--- src/rtl/pinc_pkg.sv ---
package pinc_pkg;
  typedef enum logic [3:0] {
    OP_LBZ = 4'd0,
    OP_LHZ = 4'd1,
    OP_LHA = 4'd2,
    OP_LWZ = 4'd3,
    OP_LWA = 4'd4,
    OP_LD  = 4'd5,
    OP_SB  = 4'd6,
    OP_SH  = 4'd7,
    OP_SW  = 4'd8,
    OP_SD  = 4'd9
  } pinc_op_e;

  typedef enum logic [1:0] {
    SZ_B = 2'd0,
    SZ_H = 2'd1,
    SZ_W = 2'd2,
    SZ_D = 2'd3
  } pinc_size_e;

  typedef struct packed {
    logic       legal;
    logic       is_load;
    logic       sext;
    pinc_size_e size;
  } pinc_dec_t;

  typedef enum logic [2:0] {
    ST_IDLE = 3'd0,
    ST_REQ  = 3'd1,
    ST_RSP  = 3'd2,
    ST_WB   = 3'd3,
    ST_ERR  = 3'd4
  } pinc_state_e;
endpackage

--- src/rtl/pinc_decode.sv ---
module pinc_decode
  import pinc_pkg::*;
(
  input  logic [3:0] code,
  output pinc_dec_t  dec
);
  always_comb begin
    dec = '{legal: 1'b1, is_load: 1'b1, sext: 1'b0, size: SZ_B};
    case (code)
      OP_LBZ: dec.size = SZ_B;
      OP_LHZ: dec.size = SZ_H;
      OP_LHA: begin dec.size = SZ_H; dec.sext = 1'b1; end
      OP_LWZ: dec.size = SZ_W;
      OP_LWA: begin dec.size = SZ_W; dec.sext = 1'b1; end
      OP_LD:  dec.size = SZ_D;
      OP_SB:  begin dec.size = SZ_B; dec.is_load = 1'b0; end
      OP_SH:  begin dec.size = SZ_H; dec.is_load = 1'b0; end
      OP_SW:  begin dec.size = SZ_W; dec.is_load = 1'b0; end
      OP_SD:  begin dec.size = SZ_D; dec.is_load = 1'b0; end
      default: begin dec.legal = 1'b0; dec.is_load = 1'b0; end
    endcase
  end
endmodule

--- src/rtl/pinc_agen.sv ---
module pinc_agen
  import pinc_pkg::*;
#(
  parameter int XLEN   = 64,
  parameter int DISP_W = 16
) (
  input  logic [XLEN-1:0]   base,
  input  logic [XLEN-1:0]   index,
  input  logic [DISP_W-1:0] disp,
  input  logic              indexed,
  input  pinc_size_e        size,
  output logic [XLEN-1:0]   new_base
);
  logic [DISP_W-1:0] disp_eff;
  logic [XLEN-1:0]   offset;

  always_comb begin
    disp_eff = disp;
    if (size == SZ_D) disp_eff[1:0] = 2'b00;
    offset   = indexed ? index : {{(XLEN-DISP_W){disp_eff[DISP_W-1]}}, disp_eff};
    new_base = base + offset;
  end
endmodule

--- src/rtl/pinc_lanes.sv ---
module pinc_lanes
  import pinc_pkg::*;
#(
  parameter int XLEN = 64,
  localparam int NB  = XLEN / 8
) (
  input  pinc_size_e      size,
  input  logic            is_store,
  input  logic [XLEN-1:0] src,
  output logic [NB-1:0]   be,
  output logic [XLEN-1:0] wdata
);
  logic [3:0] nbytes;
  assign nbytes = 4'd1 << size;

  for (genvar i = 0; i < NB; i++) begin : g_lane
    assign be[i]           = (i < nbytes);
    assign wdata[i*8 +: 8] = (be[i] && is_store) ? src[i*8 +: 8] : 8'h00;
  end
endmodule

--- src/rtl/pinc_fmt.sv ---
module pinc_fmt
  import pinc_pkg::*;
#(
  parameter int XLEN = 64
) (
  input  logic [XLEN-1:0] raw,
  input  pinc_size_e      size,
  input  logic            sext,
  output logic [XLEN-1:0] result
);
  always_comb begin
    case (size)
      SZ_B: result = {{(XLEN-8){sext & raw[7]}}, raw[7:0]};
      SZ_H: result = {{(XLEN-16){sext & raw[15]}}, raw[15:0]};
      SZ_W: result = {{(XLEN-32){sext & raw[31]}}, raw[31:0]};
      default: result = raw;
    endcase
  end
endmodule

--- src/rtl/pinc_lsu.sv ---
module pinc_lsu
  import pinc_pkg::*;
#(
  parameter int XLEN   = 64,
  parameter int DISP_W = 16,
  parameter int REG_AW = 5,
  localparam int NB    = XLEN / 8
) (
  input  logic              clk,
  input  logic              rst_n,
  input  logic              op_valid,
  output logic              op_ready,
  input  logic [3:0]        op_code,
  input  logic              op_indexed,
  input  logic [XLEN-1:0]   op_base,
  input  logic [XLEN-1:0]   op_index,
  input  logic [DISP_W-1:0] op_disp,
  input  logic [XLEN-1:0]   op_src,
  input  logic [REG_AW-1:0] op_rd,
  input  logic [REG_AW-1:0] op_ra,
  output logic              mem_req_valid,
  input  logic              mem_req_ready,
  output logic [XLEN-1:0]   mem_addr,
  output logic              mem_we,
  output logic [NB-1:0]     mem_be,
  output logic [XLEN-1:0]   mem_wdata,
  input  logic              mem_rsp_valid,
  input  logic [XLEN-1:0]   mem_rsp_data,
  output logic              wb_dst_valid,
  output logic [REG_AW-1:0] wb_dst_idx,
  output logic [XLEN-1:0]   wb_dst_data,
  output logic              wb_base_valid,
  output logic [REG_AW-1:0] wb_base_idx,
  output logic [XLEN-1:0]   wb_base_data,
  output logic              op_err
);
  pinc_state_e       state;
  pinc_dec_t         dec_in, r_dec;
  logic [XLEN-1:0]   nb_in, be_wd_in;
  logic [NB-1:0]     be_in;
  logic [XLEN-1:0]   r_base, r_newbase, r_wdata, r_rdata;
  logic [NB-1:0]     r_be;
  logic [REG_AW-1:0] r_rd, r_ra;
  logic              accept, bad_op;

  pinc_decode u_dec (.code(op_code), .dec(dec_in));

  pinc_agen #(.XLEN(XLEN), .DISP_W(DISP_W)) u_agen (
    .base(op_base), .index(op_index), .disp(op_disp),
    .indexed(op_indexed), .size(dec_in.size), .new_base(nb_in)
  );

  pinc_lanes #(.XLEN(XLEN)) u_lanes (
    .size(dec_in.size), .is_store(!dec_in.is_load), .src(op_src),
    .be(be_in), .wdata(be_wd_in)
  );

  pinc_fmt #(.XLEN(XLEN)) u_fmt (
    .raw(r_rdata), .size(r_dec.size), .sext(r_dec.sext), .result(wb_dst_data)
  );

  assign op_ready = (state == ST_IDLE);
  assign accept   = op_valid && op_ready;
  assign bad_op   = !dec_in.legal || (dec_in.is_load && (op_rd == op_ra));

  always_ff @(posedge clk or negedge rst_n) begin
    if (!rst_n) begin
      state     <= ST_IDLE;
      r_dec     <= '0;
      r_base    <= '0;
      r_newbase <= '0;
      r_wdata   <= '0;
      r_rdata   <= '0;
      r_be      <= '0;
      r_rd      <= '0;
      r_ra      <= '0;
    end else begin
      case (state)
        ST_IDLE: if (accept) begin
          r_dec     <= dec_in;
          r_base    <= op_base;
          r_newbase <= nb_in;
          r_wdata   <= be_wd_in;
          r_be      <= be_in;
          r_rd      <= op_rd;
          r_ra      <= op_ra;
          state     <= bad_op ? ST_ERR : ST_REQ;
        end
        ST_REQ: if (mem_req_ready) state <= r_dec.is_load ? ST_RSP : ST_WB;
        ST_RSP: if (mem_rsp_valid) begin
          r_rdata <= mem_rsp_data;
          state   <= ST_WB;
        end
        default: state <= ST_IDLE;
      endcase
    end
  end

  assign mem_req_valid = (state == ST_REQ);
  assign mem_addr      = r_base;
  assign mem_we        = !r_dec.is_load;
  assign mem_be        = r_be;
  assign mem_wdata     = r_wdata;
  assign wb_base_valid = (state == ST_WB);
  assign wb_base_idx   = r_ra;
  assign wb_base_data  = r_newbase;
  assign wb_dst_valid  = (state == ST_WB) && r_dec.is_load;
  assign wb_dst_idx    = r_rd;
  assign op_err        = (state == ST_ERR);
endmodule

--- config.mk ---
export PLATFORM = sky130hd
export DESIGN_NAME = pinc_lsu
export DESIGN_NICKNAME = d
export VERILOG_FILES = /design/src/rtl/pinc_pkg.sv /design/src/rtl/pinc_decode.sv /design/src/rtl/pinc_agen.sv /design/src/rtl/pinc_lanes.sv /design/src/rtl/pinc_fmt.sv /design/src/rtl/pinc_lsu.sv
export SDC_FILE = /design/constraint.sdc
export NUM_CORES = 1
export LEC_CHECK = 0
export BUFFER_PORTS_ARGS = -buffer_cell sky130_fd_sc_hd__buf_2
export CORE_AREA = 2 2 219 221
export DETAILED_ROUTE_END_ITERATION = 10
export DIE_AREA = 0 0 221 223
export HOLD_SLACK_MARGIN = 0.08
export PLACE_DENSITY_LB_ADDON = 0.2
export SYNTH_ARGS = -nofsm -noshare
export SYNTH_HDL_FRONTEND = slang
export SYNTH_HIERARCHICAL = 1
export SYNTH_SLANG_ARGS = --single-unit
--- constraint.sdc ---
create_clock -name clk -period 3 [get_ports clk]
set_clock_uncertainty 0.2 [all_clocks]
set_input_delay 0.6 -clock clk [delete_from_list [all_inputs] [get_ports clk]]
set_output_delay 0.6 -clock clk [all_outputs]
set_load 0.03 [all_outputs]
; ---- After elaboration in Yosys (flattened, before gate mapping)
; Index checks and enable logic that the tools add are counted.
[word_totals]
output_inout_bits = 280
wordCells = 92
input_bits = 292
ff_bits = 281
[op_classes]
reduce_logical = 27
muxes = 21
shifts = 1
add_sub_neg = 1
n_bitwise = 3
eq_ne = 20
magnitude_cmp = 8
[op_table]
columns = operator, n
row1 = 64-bit one-hot mux with 3 select lines, 1
row2 = 64-bit adder, 1
row3 = 64-bit 2-to-1 mux, 1
row4 = 8-bit 2-to-1 mux, 8
row5 = "4-bit by 3-bit == test with 1-bit output, second input constant", 4
row6 = "3-bit by 4-bit < comparator with 1-bit output, first input constant", 4
row7 = 3-bit 2-to-1 mux, 4
row8 = 1-bit logical AND, 11
row9 = 10-bit OR reduction, 1
row10 = 3-bit one-hot mux with 3 select lines, 1
row11 = "4-bit by 2-bit == test with 1-bit output, second input constant", 2
row12 = "4-bit == test, second input constant", 2
row13 = "1-bit by 4-bit < comparator with 1-bit output, first input constant", 2
row14 = "2-bit by 4-bit < comparator with 1-bit output, first input constant", 2
row15 = "3-bit by 2-bit == test with 1-bit output, second input constant", 2
row16 = 2-bit one-hot mux with 3 select lines, 1
row17 = 3-bit OR reduction, 2
row18 = 6-bit OR reduction, 1
row19 = 5-bit == test, 1
row20 = "2-bit == test, second input constant", 2
row21 = "4-bit by 1-bit == test with 1-bit output, second input constant", 1
row22 = 4-bit logical NOT, 1
row23 = 1-bit 2-to-1 mux, 4
row24 = "2-bit by 1-bit inequality test with 1-bit output, second input constant", 2
row25 = other kinds (14), 20

; ---- Logic depth before layout (Yosys ltp)
; Gate-level depths: netlist of run 1.
[logic_depth]
depth_word = 8
mapped_depth = 20

; ---- Cells and area by module
; The synthesis of run 1 kept the hierarchy.
[by_module_without_submodules]
columns = mod, cells_per_inst, seq_area_each_um2, area_each_um2, instances
row1 = pinc_lsu, 1066, 7031.7, 10679.0, 1
row2 = pinc_agen, 716, 0.0, 4569.4, 1
row3 = pinc_fmt, 149, 0.0, 920.9, 1
row4 = pinc_lanes, 90, 0.0, 668.1, 1
row5 = pinc_decode, 11, 0.0, 91.3, 1

; ---- Worst setup path after synthesis of run 1
; No wires, ideal clock.
[synth_path]
kind = input port to flip-flop
startpoint = input op_code[2]
endpoint = register r_newbase[61], in the netlist wb_base_data[61]
cell_stages = 18
arrival_ps = 3651
setup_time_ps = 117
setup_slack_ps = -967
cell_sequence = buf_6 -> xnor2_1 -> o21ai_1 -> nand2_1 -> nand2_1 -> o21ai_0 -> ha_1 -> a21o_1 -> a21oi_1 -> o21ai_1 -> a21o_4 -> a21oi_4 -> o211ai_2 -> a211o_1 -> a2111o_1 -> and4_1 -> nand2_1 -> nand2_1
[synth_lines]
columns = item, line_no
row1 = start: declaration, pinc_lsu.sv:13  ; input logic [3:0] op_code,
row2 = end signal: assignment, pinc_lsu.sv:82  ; r_newbase <= nb_in;
row3 = end: declaration, pinc_lsu.sv:41  ; logic [XLEN-1:0] r_base, r_newbase, r_wdata, r_rdata;

==> impl_metrics.json, run 1 <==
{
  "async_reset_ff_share_pct": 100,
  "finalMaxSlewViolations": 0,
  "grt_antenna_before_repair": 9,
  "fill_cells": 4401,
  "final_nets": 3266,
  "die_area_mm2": 0.0493,
  "rows": 80,
  "seq_area_frac_synth_pct": 41.5,
  "grt_pass1_vias": 17900,
  "viasPerCell": 5.03,
  "ys_top_cells_by_area": "dfrtp_1 42%, nand2_1 18%, mux2_2 5.1%",
  "fmax_mhz": 289,
  "min_to": "wb_base_idx[3]",
  "synth_area_mm2": 0.0169,
  "vias": 17900,
  "max-slew-margin-rel_pct": 37.1,
  "clk_pin_slew_worst_paths_ns": 0.06,
  "cts_buffers": 37,
  "synth.distinct_cells": 76,
  "path_class": "input pin to register",
  "synth_top_area_share_pct": 41.5,
  "hpwl_um": 46500,
  "hold_depth": 3,
  "grt_usage_pct": 24.7,
  "synth_common_cells": "824 x nand2_1, 281 x dfrtp_1, 81 x a21oi_1",
  "core_mm2": 0.0471,
  "arrival_ns": 3.69,
  "hold_violations": 0,
  "setup_viol": 39,
  "period_needed_ns": 3.46,
  "area_delta_synth_final_pct": 48.5,
  "yosysMostFrequentCell": "nand2_1",
  "worst_pin_slew_ns": 0.944,
  "end_kind": "register",
  "start_kind": "input pin",
  "crit_required_ns": 3.24,
  "reg2regPathDepth": 5,
  "area.sequential_mm2": 0.00703,
  "synth_edf_count": 0,
  "hold_class": "input pin to register",
  "status": "finished with violations",
  "worstHoldStart": "op_ra[3]",
  "grt_max_degree": 128,
  "tns_ns": -8.80,
  "ys_warn_count": 6,
  "io_pins": 572,
  "multi_input_area_mm2": 0.00952,
  "initial_core_util_pct": 35.9,
  "yosys_register_bits": 281,
  "cp_max_fo": 3,
  "clkSinkCount": 281,
  "avgSynthCellArea_um2": 8.33,
  "power_uw": 21500,
  "cts-root-buf": "clkbuf_16",
  "die_w_um": 221,
  "synth_nets": 2388,
  "grt_pass1_wl_um": 97900,
  "grt-ovfl-total": 0,
  "tritoncts": "yes",
  "fp.dieH_um": 223,
  "post_drt_wl_per_cell_um": 17.7,
  "rsz0062_at_grt": "true",
  "r2r_end": "mem_wdata[56]",
  "period_share_pct": 115,
  "drt_wl_total_um": 62900,
  "cts_max_level": 2,
  "setup_ws_ns": -0.457,
  "power_leakage_uw": 0.0137,
  "yosysTopAreaCell": "dfrtp_1",
  "whs_ns": 0.111,
  "dr.pass1.iters": 5,
  "power.density_mw_per_mm2": 854,
  "cap_violations": 0,
  "r2r_start": "state[1]",
  "drt_first_iter_violations": 1139,
  "ant_nets": 0,
  "gp_congestion": 0.915,
  "drive_gt1_share_pct": 38.5,
  "rrSetupSlack_ns": 0.82,
  "synth-main-ff-cell": "dfrtp_1",
  "placed_cell_area_mm2": 0.0222,
  "cts_buffer_depth": 3,
  "violations": "setup timing",
  "drc": 0,
  "stdcell_area_mm2": 0.0251,
  "clk_latency_ns": 0.54,
  "postSynthCellCount": 2032,
  "peakVddDrop_mv": 0.825,
  "io_buffers": 571
}
==> cell type report <==
class	instances	area share, %
Multi-Input combinational cell	1583	37.9
Sequential cell	281	28.0
Timing Repair Buffer	988	26.3
Clock buffer	52	4.19
Tap cell	615	3.06
Inverter	19	0.284
Clock inverter	10	0.239
Antenna cell	9	0.0896
==> power by group <==
group	switching [uW]	internal, uW	total [uW]
clock network	1750	2430	4190
logic	7300	3650	11000
registers	925	5390	6310
total	9980	11500	21500
==> kinds of logic after synthesis <==
| group | Yosys count | synth area share [%] |
|---|---|---|
| AOI/OAI and AO/OA | 313 | 12.6 |
| xor gates and xnor gates | 66 | 3.41 |
| adders and majority gates | 64 | 4.77 |
| buffers and inverters | 168 | 5.43 |
| DFF | 281 | 41.5 |
| muxes | 80 | 5.37 |
| other | 1 | 0.0222 |
| and+or+nand+nor | 1059 | 26.8 |
==> cell usage in the layout, fill, tap and decap left out, types with 40 or more instances in the layout <==
master | netlist | final
nand2_1 | 824 | 817
buf_2 | 49 | 564
dfrtp_1 | 281 | 281
buf_4 | 28 | 281
dlygate4sd3_1 | 0 | 102
mux2_2 | 77 | 77
a21oi_1 | 81 | 69
ha_1 | 63 | 57
nand3_1 | 54 | 54
a21o_1 | 45 | 45
o21ai_0 | 56 | 41
xnor2_1 | 46 | 40
==> what timing repair did <==
item	CTS	global route
setup buffers	16	11
hold endpoints to repair	158	0
gates resized for setup	67	48
pin swaps	44	38
hold buffers	102	0
setup endpoints to repair	80	59
gates cloned	2	0
==> registers in the layout (all words and copies together), names as in the netlist <==
register	count
mem_addr	64
mem_be	8
r_dec	4
state	3
wb_base_idx	5
mem_wdata	64
wb_dst_idx	5
wb_base_data	64
r_rdata	64
==> routing by layer <==
metal | vias up | part of all wire [%] | GRT usage (%) | wire length [um]
li1 | 8567 | - | - | -
met1 | 8616 | 41 | 30.1 | 25700
met2 | 572 | 48 | 41.6 | 30300
met3 | 133 | 6.8 | 6.27 | 4260
met4 | 2 | 4.2 | 10.3 | 2620
met5 | - | 0.013 | 0 | 8
==> worst max-delay path, cell delays in order <==
cell	delay [ns]
buf_8	0.10
nor4b_4	0.27
a21o_1	0.18
nand2_4	0.09
nand2_2	0.08
o21ai_2	0.06
ha_2	0.18
inv_2	0.05
fa_2	0.19
nand2b_4	0.14
a21oi_4	0.06
buf_6	0.13
o311ai_4	0.25
o22ai_2	0.15
nor4bb_1	0.30
buf_4	0.19
nor2_4	0.04
a21oi_4	0.21
o41ai_4	0.09
xor2_1	0.19
nand2_1	0.07
nand2_1	0.05
==> per-stage QoR <==
stage,cells,worst slack [ns],utilization (%)
floorplan,2032,-0.799,-
global placement,3357,-1.16,47.1
detailed placement,3357,-1.29,47.1
CTS,3539,-0.407,52.6
global route,3557,-0.620,53.3
finish,3557,-0.457,53.3
==> worst max path at each step <==
stage | from | end
after global routing | op_code[2] | wb_base_data[62]
final | op_code[0] | wb_base_data[62]
after CTS | op_code[2] | wb_base_data[48]
after global placement | op_code[2] | wb_base_data[50]
after floorplan | op_code[2] | wb_base_data[61]
after detailed placement | op_code[2] | wb_base_data[60]
(Power assumes the default switching activity.)
==> run 2, diff against run 1 <==
--- a/config.mk
+++ b/config.mk
@@ -5,10 +5,11 @@
 export SDC_FILE = /design/constraint.sdc
 export NUM_CORES = 1
 export LEC_CHECK = 0
+export ABC_AREA = 1
 export BUFFER_PORTS_ARGS = -buffer_cell sky130_fd_sc_hd__buf_2
-export CORE_AREA = 2 2 219 221
+export CORE_MARGIN = 2
+export CORE_UTILIZATION = 40
 export DETAILED_ROUTE_END_ITERATION = 10
-export DIE_AREA = 0 0 221 223
 export HOLD_SLACK_MARGIN = 0.08
 export PLACE_DENSITY_LB_ADDON = 0.2
 export SYNTH_ARGS = -nofsm -noshare
==> run 2 against run 1 <==
Compared with the run above: the flow now finishes without violations; sequential power is 2% higher; fmax is 20% higher; core utilization is 1.7 points higher; critical path type is now register to output port; largest power group unchanged.
==> impl_metrics.json, run 2 <==
{
  "status": "complete, no violations",
  "mostFrequentLayoutCells": "1431 x nand2_1, 570 x buf_2, 408 x inv_1, 280 x dfrtp_1, 179 x buf_4",
  "hold_violations": 0,
  "reg2regPathDepth": 8,
  "fmax_mhz": 346,
  "gp_congestion": 0.972,
  "synth_top_family_by_area": "simple AND/OR/NAND/NOR gates",
  "ys_top_cells_by_area": "dfrtp_1 37%, nand2_1 28%, inv_1 8.0%",
  "seqPwrFrac_pct": 28.9,
  "synth.distinct_cells": 40,
  "cpLargestDelayFamily": "buffers and inverters",
  "final_nets": 4032,
  "ys_warn_count": 6,
  "clkSinkCount": 281,
  "hpwl_um": 56100,
  "max-slew-margin-rel_pct": 52.1,
  "yosysTopAreaCell": "dfrtp_1",
  "arrival_ns": 2.09,
  "synth_edf_count": 0,
  "ant_nets": 0,
  "synth-compound-area-share_pct": 2.01,
  "intPower_uw": 11600,
  "synth-main-ff-cell": "dfrtp_1",
  "clk_pin_slew_worst_paths_ns": 0.06,
  "core_mm2": 0.0475,
  "io_pins": 572,
  "synth_xor_area_share_pct": 1.46,
  "power_uw": 22200,
  "drc": 0,
  "area_delta_synth_final_pct": 36.1,
  "setup_viol": 0,
  "drt_wl_total_um": 72100,
  "critPathBufInv": 3,
  "comb_power_share_pct": 51.7,
  "initial_core_util_pct": 40.4,
  "rows": 80,
  "async_reset_ff_share_pct": 100,
  "cap_violations": 0,
  "fill_cells": 4702,
  "whs_ns": 0.105,
  "final_common_cell": "nand2_1",
  "power_leakage_uw": 0.0164,
  "grt_usage_pct": 28.6,
  "synth_area_mm2": 0.0192,
  "cp.depth": 6,
  "synth_common_cells": "1434 x nand2_1, 409 x inv_1, 281 x dfrtp_1",
  "clk_latency_ns": 0.54,
  "start_kind": "register",
  "cts_buffer_depth": 3,
  "synth_adder_area_share_pct": 4.21,
  "tritoncts": "yes",
  "worstHoldStart": "op_base[43]",
  "die_w_um": 223,
  "cts_buffers": 36,
  "cts_max_level": 2,
  "synth-simple-area-share_pct": 38.8,
  "die_area_mm2": 0.0498,
  "max_stage_delay_ns": 0.43,
  "slowest_stage": "dfrtp_1",
  "avgSynthCellArea_um2": 6.70,
  "dr.pass1.iters": 7,
  "p_sw_uw": 10600,
  "peakVddDrop_mv": 0.540,
  "synth_nets": 3221,
  "rsz0062_at_grt": "false",
  "cp_max_fo": 32,
  "grt_max_degree": 121,
  "postSynthCellCount": 2865,
  "path_cells": "buf_4 > nor2_1 > nand2_1 > buf_4 > nand4_1 > buf_2",
  "power.density_mw_per_mm2": 850,
  "r2r_start": "state[2]",
  "end_kind": "output port",
  "io_buffers": 571,
  "grt-ovfl-total": 0,
  "vias": 20200,
  "startpoint": "r_dec[0]",
  "period_needed_ns": 2.89,
  "fp.dieH_um": 223,
  "muxShareOfSynthArea_pct": 4.92,
  "yosys_register_bits": 281,
  "crit_required_ns": 2.20,
  "hold_depth": 3,
  "period_share_pct": 96.4,
  "post-route-util_pct": 55.0,
  "post_drt_wl_per_cell_um": 16.7,
  "yosysMostFrequentCell": "nand2_1",
  "drt_first_iter_violations": 1474,
  "worst_pin_slew_ns": 0.719,
  "seq_area_frac_synth_pct": 36.6,
  "drive_gt1_share_pct": 27.1,
  "sw_frac_of_total_pct": 47.6,
  "synth_top_area_share_pct": 36.6,
  "cpMostUsedCell": "buf_4",
  "grt_pass1_wl_um": 110000,
  "cts-root-buf": "clkbuf_16",
  "path_class": "register to output port",
  "grt_pass1_vias": 19200,
  "grt_antenna_before_repair": 12,
  "viasPerCell": 4.67,
  "hold_class": "input pin to register",
  "finalMaxSlewViolations": 0,
  "clkPwrFrac_pct": 19.4
}
[run 2: cell count changes after synthesis, sizes merged, moves of 43 or more]
cell   change
nor2     +138
a21o      -46
inv      +400
xnor2     -44
nand2    +633
o21ai     -43
nand3     +56
[run 2: logic make-up (layout without fill, tap and decap cells)]
family / Yosys count / count (layout)
flops: 281 / 281
mux: 64 / 64
simple gates: 1816 / 1816
xor+xnor: 32 / 32
other cells: 1 / 9
buf+inv: 532 / 1370
compound gates: 75 / 75
fa+ha+maj: 64 / 64
[run 2: path summary, 6_finish.rpt]
kind / slack [ns] / endpoint
max: 0.11 / wb_dst_data[45]
min: 0.10 / mem_addr[43]
max reg2reg: 0.85 / mem_addr[2]
min reg2reg: 0.27 / mem_wdata[30]
max in group asynchronous: 1.39 / mem_be[0]
min in group asynchronous: 0.44 / mem_wdata[22]
[run 2: cell type report]
type	count	area, um^2	share of cell area (%)
Clock buffer	49	990	3.79
Sequential cell	281	7030	26.9
Multi-Input combinational cell	2052	9920	38.0
Timing Repair Buffer	882	5660	21.6
Antenna cell	8	20.0	0.0766
Inverter	423	1590	6.10
Clock inverter	16	158	0.603
Tap cell	615	769	2.94
[run 2: worst min-delay path, stage by stage]
cell and delay, ns:
buf_2 0.11, nand2_1 0.05, nand2_1 0.05
[run 2: metal layers]
| metal | global-route usage [%] | wire, um |
|---|---|---|
| met1 | 35.6 | 29700 |
| met2 | 47.4 | 33600 |
| met3 | 6.86 | 5580 |
| met4 | 12.2 | 3210 |
| met5 | 0 | 50 |
[run 2: repair_timing]
action / in CTS / in global routing
setup endpoints to repair: 27 / 25
resized for setup: 2 / 7
buffers inserted: 0 / 0
hold buffers: 117 / 0
endpoints found under the hold margin: 183 / 0
[run 2: through the flow]
step	setup slack, ns	setup TNS [ns]	instance area (um^2)	instances
final	0.108	0	26100	4326
after global routing	0.00577	0	26100	4326
after CTS	0.0456	0	26100	4318
after detailed placement	-0.361	-14.27	23800	4136
after global placement	-0.320	-11.79	23800	4136
after floorplan	0.0474	0	19200	2865
[run 2: power by group through the flow]
| stage | Clock (uW) | Combinational [uW] | Sequential (uW) |
|---|---|---|---|
| after CTS | 4420 | 11500 | 6380 |
| after detailed placement | 0 | 11300 | 6400 |
| after floorplan | 0 | 5410 | 8490 |
| after global routing | 4560 | 12400 | 6610 |
| after global placement | 0 | 11300 | 6410 |
| final | 4310 | 11500 | 6420 |
